<file path="src/rtl/twi_mem_slave.sv">
module twi_mem_slave #(
  parameter int AW = 8,
  parameter int PW = 4,
  parameter logic [3:0] FAMILY = 4'b1010
) (
  input  logic          clk,
  input  logic          rst_n,
  input  logic          scl_i,
  input  logic          sda_i,
  input  logic [2:0]    strap_i,
  input  logic          busy_i,
  output logic          sda_pull_o,
  output logic [AW-1:0] rd_addr_o,
  input  logic [7:0]    rd_data_i,
  output logic          wr_stb_o,
  output logic [AW-1:0] wr_addr_o,
  output logic [7:0]    wr_data_o,
  output logic          wr_commit_o
);

  typedef enum logic [2:0] {ST_IDLE, ST_DEV, ST_ADR, ST_WR, ST_RD} st_t;

  logic [1:0]    scl_sy, sda_sy;
  logic          scl_q, sda_q;
  st_t           st;
  logic [3:0]    bit_cnt;
  logic [7:0]    sh;
  logic [6:0]    tx;
  logic          rw_q, mack_q, wr_seen, pull_q;
  logic [AW-1:0] ptr;

  always_ff @(posedge clk or negedge rst_n)
    if (!rst_n) begin
      scl_sy <= 2'b11;
      sda_sy <= 2'b11;
      scl_q  <= 1'b1;
      sda_q  <= 1'b1;
    end else begin
      scl_sy <= {scl_sy[0], scl_i};
      sda_sy <= {sda_sy[0], sda_i};
      scl_q  <= scl_sy[1];
      sda_q  <= sda_sy[1];
    end

  wire scl_now   = scl_sy[1];
  wire sda_now   = sda_sy[1];
  wire scl_rise  = scl_now & ~scl_q;
  wire scl_fall  = ~scl_now & scl_q;
  wire bus_start = scl_now & scl_q & sda_q & ~sda_now;
  wire bus_stop  = scl_now & scl_q & ~sda_q & sda_now;
  wire dev_hit   = (sh[7:4] == FAMILY) && (sh[3:1] == strap_i) && !busy_i;
  wire [AW-1:0] ptr_col_next = {ptr[AW-1:PW], ptr[PW-1:0] + 1'b1};

  assign sda_pull_o = pull_q;
  assign rd_addr_o  = ptr;

  always_ff @(posedge clk or negedge rst_n)
    if (!rst_n) begin
      st          <= ST_IDLE;
      bit_cnt     <= '0;
      sh          <= '0;
      tx          <= '0;
      rw_q        <= 1'b0;
      mack_q      <= 1'b0;
      wr_seen     <= 1'b0;
      pull_q      <= 1'b0;
      ptr         <= '0;
      wr_stb_o    <= 1'b0;
      wr_addr_o   <= '0;
      wr_data_o   <= '0;
      wr_commit_o <= 1'b0;
    end else begin
      wr_stb_o    <= 1'b0;
      wr_commit_o <= 1'b0;
      if (bus_start) begin
        st      <= ST_DEV;
        bit_cnt <= '0;
        pull_q  <= 1'b0;
        wr_seen <= 1'b0;
      end else if (bus_stop) begin
        if (st == ST_WR && wr_seen) wr_commit_o <= 1'b1;
        st      <= ST_IDLE;
        pull_q  <= 1'b0;
        wr_seen <= 1'b0;
      end else if (st == ST_RD) begin
        if (scl_rise) begin
          bit_cnt <= bit_cnt + 4'd1;
          if (bit_cnt == 4'd8) mack_q <= ~sda_now;
        end else if (scl_fall) begin
          if (bit_cnt == 4'd8) pull_q <= 1'b0;
          else if (bit_cnt == 4'd9) begin
            if (mack_q) begin
              tx      <= rd_data_i[6:0];
              pull_q  <= ~rd_data_i[7];
              ptr     <= ptr + 1'b1;
              bit_cnt <= '0;
            end else begin
              st     <= ST_IDLE;
              pull_q <= 1'b0;
            end
          end else if (bit_cnt != 4'd0) begin
            tx     <= {tx[5:0], 1'b0};
            pull_q <= ~tx[6];
          end
        end
      end else if (st != ST_IDLE) begin
        if (scl_rise) begin
          if (bit_cnt < 4'd8) sh <= {sh[6:0], sda_now};
          bit_cnt <= bit_cnt + 4'd1;
        end else if (scl_fall) begin
          if (bit_cnt == 4'd8) begin
            case (st)
              ST_DEV: if (dev_hit) begin
                pull_q <= 1'b1;
                rw_q   <= sh[0];
              end else st <= ST_IDLE;
              ST_ADR: begin
                pull_q <= 1'b1;
                ptr    <= sh[AW-1:0];
              end
              ST_WR: begin
                pull_q    <= 1'b1;
                wr_stb_o  <= 1'b1;
                wr_addr_o <= ptr;
                wr_data_o <= sh;
                ptr       <= ptr_col_next;
                wr_seen   <= 1'b1;
              end
              default: ;
            endcase
          end else if (bit_cnt == 4'd9) begin
            pull_q  <= 1'b0;
            bit_cnt <= '0;
            case (st)
              ST_DEV: if (rw_q) begin
                st     <= ST_RD;
                tx     <= rd_data_i[6:0];
                pull_q <= ~rd_data_i[7];
                ptr    <= ptr + 1'b1;
              end else st <= ST_ADR;
              ST_ADR: st <= ST_WR;
              default: ;
            endcase
          end
        end
      end
    end


  busy_nack_chk: assert property (@(posedge clk) disable iff (!rst_n)
    (st == ST_DEV && scl_fall && bit_cnt == 4'd8 && busy_i) |=> !sda_pull_o);


  pull_low_phase_chk: assert property (@(posedge clk) disable iff (!rst_n)
    $rose(sda_pull_o) |-> !$past(scl_now));


  stb_single_chk: assert property (@(posedge clk) disable iff (!rst_n)
    wr_stb_o |=> !wr_stb_o);


  commit_after_wr_chk: assert property (@(posedge clk) disable iff (!rst_n)
    wr_commit_o |-> ($past(st) == ST_WR && !wr_stb_o));


  row_fixed_chk: assert property (@(posedge clk) disable iff (!rst_n)
    (wr_stb_o && $past(wr_stb_o, 2) == 1'b0 && st == ST_WR) |-> (ptr[AW-1:PW] == wr_addr_o[AW-1:PW]));

endmodule

</file>
<file path="config.mk">
export PLATFORM = sky130hd
export DESIGN_NAME = twi_mem_slave
export DESIGN_NICKNAME = d
export VERILOG_FILES = /design/src/rtl/twi_mem_slave.sv
export SDC_FILE = /design/constraint.sdc
export NUM_CORES = 1
export LEC_CHECK = 0
export BUFFER_PORTS_ARGS = -buffer_cell sky130_fd_sc_hd__buf_2
export CORE_UTILIZATION = 49
export DETAILED_ROUTE_END_ITERATION = 10
export GPL_ROUTABILITY_DRIVEN = 0
export PLACE_DENSITY = 0.72
export SLEW_MARGIN = 20
export SYNTH_ARGS = -nofsm -noshare
export SYNTH_HDL_FRONTEND = slang
export SYNTH_SLANG_ARGS = --single-unit
</file>
<file path="constraint.sdc">
create_clock -name clk -period 1.84 [get_ports clk]
set_input_delay 0.276 -clock clk [delete_from_list [all_inputs] [get_ports clk]]
set_output_delay 0.276 -clock clk [all_outputs]
set_load 0.01 [all_outputs]
</file>
==> report_table.html <==
<table>
<tr><th>Metric</th><th>Value</th></tr>
<tr><th colspan="2">STA</th></tr>
<tr><td>Fin crit share</td><td>108%</td></tr>
<tr><td>Number of endpoints failing setup at the final stage</td><td>36</td></tr>
<tr><td>Setup WS post-layout</td><td>-139 ps</td></tr>
<tr><td>Top achievable clock speed</td><td>505 MHz</td></tr>
<tr><td>Least-Margin Pin Slew</td><td>461 ps</td></tr>
<tr><td>Headroom to the max-slew limit</td><td>68.9%</td></tr>
<tr><td>Final setup TNS</td><td>-2110 ps</td></tr>
<tr><td>RSZ-0062 raised after global routing</td><td>true</td></tr>
<tr><td>Pins over their slew limit</td><td>0</td></tr>
<tr><td>Clock tree skew after final layout</td><td>8.76 ps</td></tr>
<tr><td>Min cycle time layout</td><td>1980 ps</td></tr>
<tr><td>Final hold violation count</td><td>0</td></tr>
<tr><th colspan="2">Yosys</th></tr>
<tr><td>Count of flip-flops with a built-in enable after synthesis</td><td>0</td></tr>
<tr><td>Cell type contributing the most total cell area after synthesis</td><td>sky130_fd_sc_hd__dfrtp_1</td></tr>
<tr><td>Share of the synthesized area in the top cell type</td><td>39.1%</td></tr>
<tr><td>Post-Synthesis Cell Area</td><td>3330 µm²</td></tr>
<tr><td>Net Count, Synth</td><td>337</td></tr>
<tr><td>Gate count of the mapped netlist</td><td>313</td></tr>
<tr><td>Share of flip-flops with an asynchronous set or reset</td><td>100%</td></tr>
<tr><td>Sequential-to-total area share from yosys stat</td><td>43.8%</td></tr>
<tr><td>Ys Warns</td><td>0</td></tr>
<tr><td>Cell types occupying the most area after synthesis</td><td>sky130_fd_sc_hd__dfrtp_1 39%, sky130_fd_sc_hd__mux2_2 13%, sky130_fd_sc_hd__dfstp_2 4.7%</td></tr>
<tr><td>Yosys cell types</td><td>67</td></tr>
<tr><td>Synthesized area per cell</td><td>10.6 µm²</td></tr>
<tr><td>Top_reg_cell synth</td><td>sky130_fd_sc_hd__dfrtp_1</td></tr>
<tr><td>Seq cells post-synth</td><td>58</td></tr>
<tr><th colspan="2">Drt</th></tr>
<tr><td>Length of the first detailed-routing pass in iterations</td><td>8</td></tr>
<tr><td>Routed length per placed instance</td><td>19.0 µm</td></tr>
<tr><td>Via count</td><td>3197</td></tr>
<tr><td>Overall routed net length</td><td>9740 µm</td></tr>
<tr><td>Vias per cell</td><td>6.23</td></tr>
<tr><td>Number of DRC violations after detailed-routing iteration 0</td><td>406</td></tr>
<tr><td>Post-route DRC</td><td>6</td></tr>
<tr><td>Antenna violation net count after detailed routing</td><td>0</td></tr>
<tr><th colspan="2">Die</th></tr>
<tr><td>Die Span X</td><td>84.4 µm</td></tr>
<tr><td>Die outline area</td><td>7130 µm²</td></tr>
<tr><td>IO Count</td><td>43</td></tr>
<tr><td>Placeable core region</td><td>6460 µm²</td></tr>
<tr><td>Die span in y</td><td>84.4 µm</td></tr>
<tr><td>Placement Rows</td><td>29</td></tr>
<tr><td>Starting utilization of the core area</td><td>51.5%</td></tr>
<tr><th colspan="2">Layout</th></tr>
<tr><td>Layout cell share with drive strength beyond 1</td><td>53.0%</td></tr>
<tr><td>Fin cells</td><td>513</td></tr>
<tr><td>Nets</td><td>455</td></tr>
<tr><td>Layout Area Growth over Synthesis</td><td>42.8%</td></tr>
<tr><td>Antenna fix cells</td><td>0</td></tr>
<tr><th colspan="2">GRT</th></tr>
<tr><td>Maximum number of pins on one net before global-route repair</td><td>59</td></tr>
<tr><td>Global-route wire length before repair</td><td>14200 µm</td></tr>
<tr><td>Met2 Use GR</td><td>39.9%</td></tr>
<tr><td>All-layer global routing usage</td><td>25.8%</td></tr>
<tr><td>Met1 usage in global routing</td><td>35.9%</td></tr>
<tr><td>Most crowded layer after global routing</td><td>met2</td></tr>
<tr><td>Vias in the first global route</td><td>2888</td></tr>
<tr><td>GR Layer Usage met3</td><td>6.00%</td></tr>
<tr><td>GRT overflow</td><td>0</td></tr>
<tr><td>Number of antenna violations at the first check in global routing</td><td>0</td></tr>
<tr><th colspan="2">Pwr</th></tr>
<tr><td>Worst vdd ir</td><td>0.745 mV</td></tr>
<tr><td>Power density over the cells</td><td>800 nW/µm²</td></tr>
<tr><td>Leakage power summed over all cells</td><td>2.27 nW</td></tr>
<tr><td>Total design power</td><td>3.80 mW</td></tr>
<tr><th colspan="2">Clock tree</th></tr>
<tr><td>H-tree depth</td><td>3</td></tr>
<tr><td>Maximum clock insertion buffer count</td><td>2</td></tr>
<tr><td>Clock buffer count from CTS</td><td>9</td></tr>
<tr><td>Insertion delay of the later-clocked pin in the worst-skew pair</td><td>350 ps</td></tr>
<tr><td>Clock tree from TritonCTS</td><td>built</td></tr>
<tr><td>Number of sinks on the clock net</td><td>58</td></tr>
<tr><td>Cell at the root of the clock tree</td><td>sky130_fd_sc_hd__clkbuf_8</td></tr>
<tr><td>Clock input transition at the sequential cells of the worst setup and hold paths</td><td>70 ps</td></tr>
<tr><th colspan="2">Critical path</th></tr>
<tr><td>Worst EP arrival</td><td>2190 ps</td></tr>
<tr><td>Worst Setup End Kind</td><td>register</td></tr>
<tr><td>Required time of the critical path</td><td>2050 ps</td></tr>
<tr><td>Crit path kind</td><td>reg2reg</td></tr>
<tr><td>Critical Path Start Type</td><td>register</td></tr>
<tr><td>Critical Path Fanout Max</td><td>6</td></tr>
<tr><th colspan="2">Job</th></tr>
<tr><td>Max-Cap Viols</td><td>0</td></tr>
<tr><th colspan="2">Run status</th></tr>
<tr><td>Failing checks</td><td>design-rule violations, negative setup slack</td></tr>
<tr><td>Status</td><td>complete, but fails checks</td></tr>
<tr><th colspan="2">Place</th></tr>
<tr><td>Final HPWL DP</td><td>6080 µm</td></tr>
<tr><td>Worst slack at placement</td><td>-129 ps</td></tr>
<tr><td># port buffers</td><td>42</td></tr>
<tr><td>Cell Count Post-Placement</td><td>483</td></tr>
<tr><th colspan="2">Worst hold path</th></tr>
<tr><td>Hold Path Class</td><td>in2reg</td></tr>
</table>
stage by stage:
stage	util [%]	hold slack [ps]	cell area [µm²]
2_1_floorplan	-	-19.6	3400
3_3_place_gp	63.9	303	4130
3_5_place_dp	63.9	304	4130
4_1_cts	70.7	9.70	4560
5_1_grt	73.6	7.36	4760
6_report	73.6	20.5	4760
cells by family (layout without fill, tap and decap cells):
logic type               Yosys count  count (layout)  synth area share, %
AO/OA/AOI/OAI                     73              73                 15.9
XOR/XNOR                           6               6                 1.58
adder cells (fa/ha/maj)            8               8                 3.01
buffers and inverters             27             150                 4.10
flip-flops                        58              58                 43.8
multiplexers                      42              42                 14.0
AND/OR/NAND/NOR                   99              99                 17.6
power breakdown:
part	switching (mW)	total [mW]	internal [mW]
sequential	0.134	1.53	1.40
clock	0.573	1.48	0.910
combinational	0.358	0.787	0.429
final cells by class:
cell class                      count  area, µm²
Sequential cell                    58       1460
Clock inverter                      7        125
Multi-Input combinational cell    228       2000
Timing Repair Buffer              120        892
Clock buffer                        9        124
Fill cell                         433       1700
Tap cell                           77       96.3
Inverter                           14       52.6
Yosys cell counts (3+ instances only):
master                      n
sky130_fd_sc_hd__xor2_1     5
sky130_fd_sc_hd__o31ai_1    4
sky130_fd_sc_hd__and3_1     6
sky130_fd_sc_hd__nor2_1    16
sky130_fd_sc_hd__mux2i_1    5
sky130_fd_sc_hd__dfstp_2    6
sky130_fd_sc_hd__nor3_1     9
sky130_fd_sc_hd__ha_1       8
sky130_fd_sc_hd__buf_2      7
sky130_fd_sc_hd__o211ai_1   4
sky130_fd_sc_hd__inv_1     14
sky130_fd_sc_hd__nand3b_1   3
sky130_fd_sc_hd__a21o_1     3
sky130_fd_sc_hd__mux2_2    37
sky130_fd_sc_hd__o21ai_0   16
sky130_fd_sc_hd__nand2b_1   6
sky130_fd_sc_hd__a211oi_1   5
sky130_fd_sc_hd__a41oi_1    3
sky130_fd_sc_hd__nand3_1    9
sky130_fd_sc_hd__a31oi_1    3
sky130_fd_sc_hd__buf_6      3
sky130_fd_sc_hd__a21oi_1    9
sky130_fd_sc_hd__nand4_1    6
sky130_fd_sc_hd__dfrtp_1   52
sky130_fd_sc_hd__nand2_1   22
routing by layer:
metal | up-vias | share of wire, % | routed length, µm
met5 | - | 0 | 0
met4 | 0 | 3.7 | 359
met3 | 48 | 7.5 | 730
met2 | 193 | 48 | 4640
met1 | 1544 | 41 | 4010
li1 | 1412 | - | -
sequential cells by signal, indices dropped and copies added (netlist names):
name and count:
sda_pull_o 1, bit_cnt 4, st 3, wr_seen 1, mack_q 1, scl_q 1, sda_sy 2, scl_sy 2
sh 8, wr_data_o 8, wr_commit_o 1, wr_stb_o 1, sda_q 1, rd_addr_o 8, rw_q 1, wr_addr_o 8
tx 7
worst max-delay path, stage by stage (launching register included):
cell	delay, ps
sky130_fd_sc_hd__dfrtp_1	370
sky130_fd_sc_hd__inv_2	60
sky130_fd_sc_hd__ha_4	170
sky130_fd_sc_hd__and3b_2	260
sky130_fd_sc_hd__buf_6	150
sky130_fd_sc_hd__a21oi_2	190
sky130_fd_sc_hd__o32ai_4	150
sky130_fd_sc_hd__buf_6	160
sky130_fd_sc_hd__o31ai_4	210
sky130_fd_sc_hd__o21ai_1	130
layout by cell type, fill, tap and decap left out, drive strengths merged, types with 2 or more instances in the layout:
cell,Yosys,layout
o21bai,2,2
dfrtp,52,52
o211ai,4,4
a21o,3,3
o211a,2,2
bufinv,0,3
a211oi,5,5
inv,14,15
ha,8,8
xor2,5,5
a221o,2,2
nor2,16,16
a31oi,3,3
buf,11,119
nor2b,2,2
a21oi,10,10
a41oi,3,3
mux2,37,37
nand2,22,22
and4bb,2,2
mux2i,5,5
o31ai,4,4
nand3,9,9
or3b,3,3
clkbuf,2,9
dfstp,6,6
nand2b,6,6
nor3,11,11
nor4,2,2
nand3b,5,5
clkinv,0,3
o22ai,2,2
and3,6,6
or3,2,2
nand4,6,6
o2bb2ai,2,2
o21ai,17,17
worst paths after layout:
check	from	to	slack (ps)	cells after the start
max	bit_cnt[1]$_DFFE_PN0P_	rd_addr_o[0]$_DFFE_PN0P_	-140	9
min in group asynchronous	rst_n	tx[5]$_DFFE_PN0P_	450	3
min	scl_i	scl_sy[0]$_DFF_PN1_	20	1
max reg2reg	bit_cnt[1]$_DFFE_PN0P_	rd_addr_o[0]$_DFFE_PN0P_	-140	9
min reg2reg	sda_sy[0]$_DFF_PN1_	sda_sy[1]$_DFF_PN1_	360	0
max in group asynchronous	rst_n	scl_sy[1]$_DFF_PN1_	1050	3
what timing repair did:
| action | CTS | global route |
|---|---|---|
| setup buffers | 7 | 5 |
| hold endpoints to repair | 52 | 0 |
| cloned | 1 | 0 |
| setup endpoints to repair | 38 | 38 |
| gates resized for setup | 28 | 36 |
| hold buffers | 1 | 0 |
| pin swaps | 6 | 22 |
Note: power is estimated with default switching activity, not from simulation.
